[config.mk]
export PLATFORM = sky130hd
export DESIGN_NAME = lfsr_clk_div8
export DESIGN_NICKNAME = d
export VERILOG_FILES = /design/src/rtl/lfsr_clk_div8.sv
export SDC_FILE = /design/constraint.sdc
export NUM_CORES = 1
export LEC_CHECK = 0
export ABC_AREA = 1
export CAP_MARGIN = 20
export CORE_AREA = 2 2 39 41
export CTS_BUF_LIST = sky130_fd_sc_hd__clkbuf_16
export DETAILED_ROUTE_END_ITERATION = 10
export DIE_AREA = 0 0 41 43
export GPL_TIMING_DRIVEN = 0
export SKIP_LAST_GASP = 1
export SLEW_MARGIN = 20
export SYNTH_ARGS = -nofsm -noshare
export SYNTH_HDL_FRONTEND = slang
export SYNTH_SLANG_ARGS = --single-unit
[constraint.sdc]
create_clock -name clk -period 0.8 [get_ports clk]
set_input_delay 0.16 -clock clk [delete_from_list [all_inputs] [get_ports clk]]
set_output_delay 0.16 -clock clk [all_outputs]
set_load 0.02 [all_outputs]
[src/rtl/lfsr_clk_div8.sv]
module lfsr_clk_div8 (
  input  logic       clk,
  input  logic       rst,
  output logic       clk_out,
  output logic       tc_pulse,
  output logic [2:0] lfsr_state
);

  localparam int          W    = 3;
  localparam logic [W-1:0] SEED = 3'b101;
  localparam logic [W-1:0] LAST = 3'b100;

  logic [W-1:0] q;
  logic [W-1:0] q_nxt;
  logic         fb;
  logic         div_q;

  // XNOR feedback keeps all-zero legal; 3'b111 is the stuck state, never reached
  assign fb       = ~(q[2] ^ q[0]);
  assign tc_pulse = q[2] & ~q[1] & ~q[0];
  assign q_nxt    = tc_pulse ? SEED : {q[1:0], fb};

  always_ff @(posedge clk) begin
    if (rst) begin
      q     <= SEED;
      div_q <= 1'b0;
    end else begin
      q     <= q_nxt;
      div_q <= div_q ^ tc_pulse;
    end
  end

  assign clk_out    = div_q;
  assign lfsr_state = q;

  assert_loop_only_R7: assert property (@(posedge clk) disable iff (rst)
    (lfsr_state == 3'b101 || lfsr_state == 3'b011 ||
     lfsr_state == 3'b110 || lfsr_state == 3'b100));

  assert_reload_R2: assert property (@(posedge clk) disable iff (rst)
    tc_pulse |=> (lfsr_state == SEED));

  assert_first_step_R2: assert property (@(posedge clk) disable iff (rst)
    (lfsr_state == SEED) |=> (lfsr_state == 3'b011));

  assert_tc_spacing_R3: assert property (@(posedge clk) disable iff (rst)
    tc_pulse |=> !tc_pulse);

  assert_toggle_R4: assert property (@(posedge clk) disable iff (rst)
    tc_pulse |=> (clk_out != $past(clk_out)));

  assert_hold_R4: assert property (@(posedge clk) disable iff (rst)
    !tc_pulse |=> $stable(clk_out));

endmodule

==> run metrics, run 1 <==
clock slew at reported path FFs=30 ps; fin crit share=1.266; Worst slew margin=0.9180; clock sinks=4; synth top area cells=dfxtp_1, inv_1, nand2_1; final setup margin=-212.6 ps; clock root buffer=clkbuf_16; FF-to-FF End=lfsr_state[0]; top routing layer used=met3; non-filler cells, final=52; 1st-iter DRT viols=0; GRT overflow=0; Req. time, crit path=640 ps; Die Area=1763 um2; Initial Util=0.1094; Hold/Removal Path Class=flop to flop; ANT cells=0; ANT nets after route=0; # Max-Cap Violations=0; min cycle time layout=1013 ps; Total GRT Usage=0.05411; Final Hold Fails=0; total nets after synthesis=22; Final Setup Violations=8; chip width=41 um; status=finished, violations left; VDD IR max=2.093 mV; post-synth top area cell=dfxtp_1; top cell type's share of synthesized area=0.5289; post-synthesis average cell area=7.570 um2; f_max=987.6 MHz; antenna violations before repair=0; DP Worst Slack=-518.3 ps; Max Slew Vio Count=0; DR WL/cell=6.942 um; # DRC=0; Core Area=1384 um2; gp weighted congestion=0.6685; Crit path largest cell delay=340 ps; Synth cell types=7; leak pwr=0.0001974 uW; Clock Tree Buf Depth=2; insertion delay to the later sink of the worst-skew pair=220 ps; worst clock skew=0.2928 ps; Seq cells post-synth=4; number of stages on the worst hold path=3; Hold Path Sink=clk_out; crit path max-delay cell type=dfxtp_4; CTS tree=built; fin util=0.2993; drt via density=3.115; Mapped Area=151.4 um2; Site Rows=14; Power Dens Cells=3408 nW/um2; DRT met1 WL=159 um; post-layout power=1411 uW; Multi-input gate area=68.82 um2; Seq. cell area=92.59 um2; first-pass GRT wire length=517 um; vias=162; num ports=7; reg2reg start=lfsr_state[0]; drt first pass iters=1; dpl cells=42; Final nets=40; Critical Setup Path Class=flop to primary output; CP bufs+invs=3; CTS Buf Count=3; Layout fillers=147; Syn Inst Count=20; DRT Wirelength=361 um; height of the die=43 um; largest net degree at the start of global routing=4; crit-path max FO=2; H-tree depth=1; vias in the first global route=131; RSZ-0062 raised after global routing=true; CP delay by family, top=flip-flops; failing checks=negative setup slack; routed wl met2=164 um; setup slack, reg-to-reg=-70 ps; WP data arrival=850 ps; critical path capture point type=primary output; Ys Warns=0; Worst Reg2Reg Path Length in Cells=4; routed wl met3=37 um; Layout area overhead=173.6%; Seq/Total Area, Yosys=0.5289; cells along the critical path=inv_4 -> nand3_4 -> inv_2 -> buf_6; Worst Max-Slew Pin Slew=122.6 ps; share of cells above drive strength 1=0.7500; IO Port Bufs=6; crit start category=flop; HP Start=clk_out
==> cells in the mapped netlist <==
| cell | instances |
|---|---|
| nand2_1 | 5 |
| nor2_1 | 3 |
| inv_2 | 1 |
| dfxtp_1 | 4 |
| xor2_1 | 1 |
| inv_1 | 5 |
| nand3_2 | 1 |
==> logic make-up (layout without fill, tap and decap cells) <==
| group | after synthesis | in the layout | synth area share |
|---|---|---|---|
| DFF | 4 | 4 | 0.5289 |
| and+or+nand+nor | 9 | 9 | 0.2645 |
| xor gates and xnor gates | 1 | 1 | 0.05786 |
| buffers and inverters | 6 | 22 | 0.1487 |
==> how the worst max path moves through the flow <==
stage                to  cells after the start          start  slack [ps]
5_1_grt        tc_pulse                      4  lfsr_state[1]        -250
6_report       tc_pulse                      4  lfsr_state[1]        -210
4_1_cts        tc_pulse                      4  lfsr_state[0]        -230
3_3_place_gp   tc_pulse                      4  lfsr_state[1]        -510
3_5_place_dp   tc_pulse                      4  lfsr_state[1]        -520
2_1_floorplan  tc_pulse                      3  lfsr_state[1]           6
==> registers in the layout (all words and copies together) (netlist names) <==
signal and flops:
clk_out 1, lfsr_state 3
==> power by group <==
part | switching [uW] | internal (uW)
Sequential | 37.3 | 247
Clock | 134 | 638
Combinational | 152 | 203
Total | 324 | 1090
==> repair_timing <==
| action | 4_1_cts | 5_1_grt |
|---|---|---|
| cloned | 0 | 0 |
| buffers inserted | 4 | 3 |
| pin swaps | 1 | 3 |
| hold buffers | 0 | 0 |
| endpoints found under the setup margin | 5 | 9 |
| resized for setup | 33 | 11 |
| endpoints found under the hold margin | 0 | 0 |
==> per-layer routing <==
layer	vias up	global-route usage
met5	-	0
met4	0	0.06000
met3	0	0.06283
met2	8	0.05625
met1	66	0.04792
li1	88	-
==> worst register-to-register path, cell delays in order, from the launching register on <==
cell and delay, ps:
dfxtp_4 340, buf_6 110, buf_6 100, xor2_1 140, nand2_1 60
==> layout make-up <==
cell class / instances / share of cell area
Timing Repair Buffer: 13 / 0.3142
Multi-Input combinational cell: 10 / 0.1662
Inverter: 6 / 0.06647
Clock buffer: 3 / 0.1813
Tap cell: 16 / 0.04834
Sequential cell: 4 / 0.2236
==> through the flow <==
step                      area, um2  setup TNS [ps]  hold WS [ps]
after floorplan               160.2               0         315.2
after global placement        240.2           -2017         454.5
after detailed placement      240.2           -2021         462.7
after CTS                     356.6          -755.5         462.7
after global routing          414.1          -989.4         586.8
final                         414.1          -734.8         543.1
==> cells in the final DEF (no fill, tap or decap) <==
cell / n
nor2_1: 2
inv_1: 2
dfxtp_2: 1
nand2_2: 1
nand3_4: 1
clkdlybuf4s50_1: 1
inv_4: 2
inv_2: 2
buf_4: 4
clkbuf_16: 3
xor2_1: 1
nand2_1: 3
dfxtp_4: 3
nor2_2: 1
buf_6: 8
nand2_4: 1
(Power assumes the default switching activity.)
==> run 2, diff against run 1 <==
--- a/config.mk
+++ b/config.mk
@@ -9,6 +9,7 @@
 export CAP_MARGIN = 20
 export CORE_AREA = 2 2 39 41
 export CTS_BUF_LIST = sky130_fd_sc_hd__clkbuf_16
+export CTS_CLUSTER_DIAMETER = 120
 export DETAILED_ROUTE_END_ITERATION = 10
 export DIE_AREA = 0 0 41 43
 export GPL_TIMING_DRIVEN = 0
==> results of run 2 <==
Same layout as run 1: the final DEF is identical, and so are final timing and power.
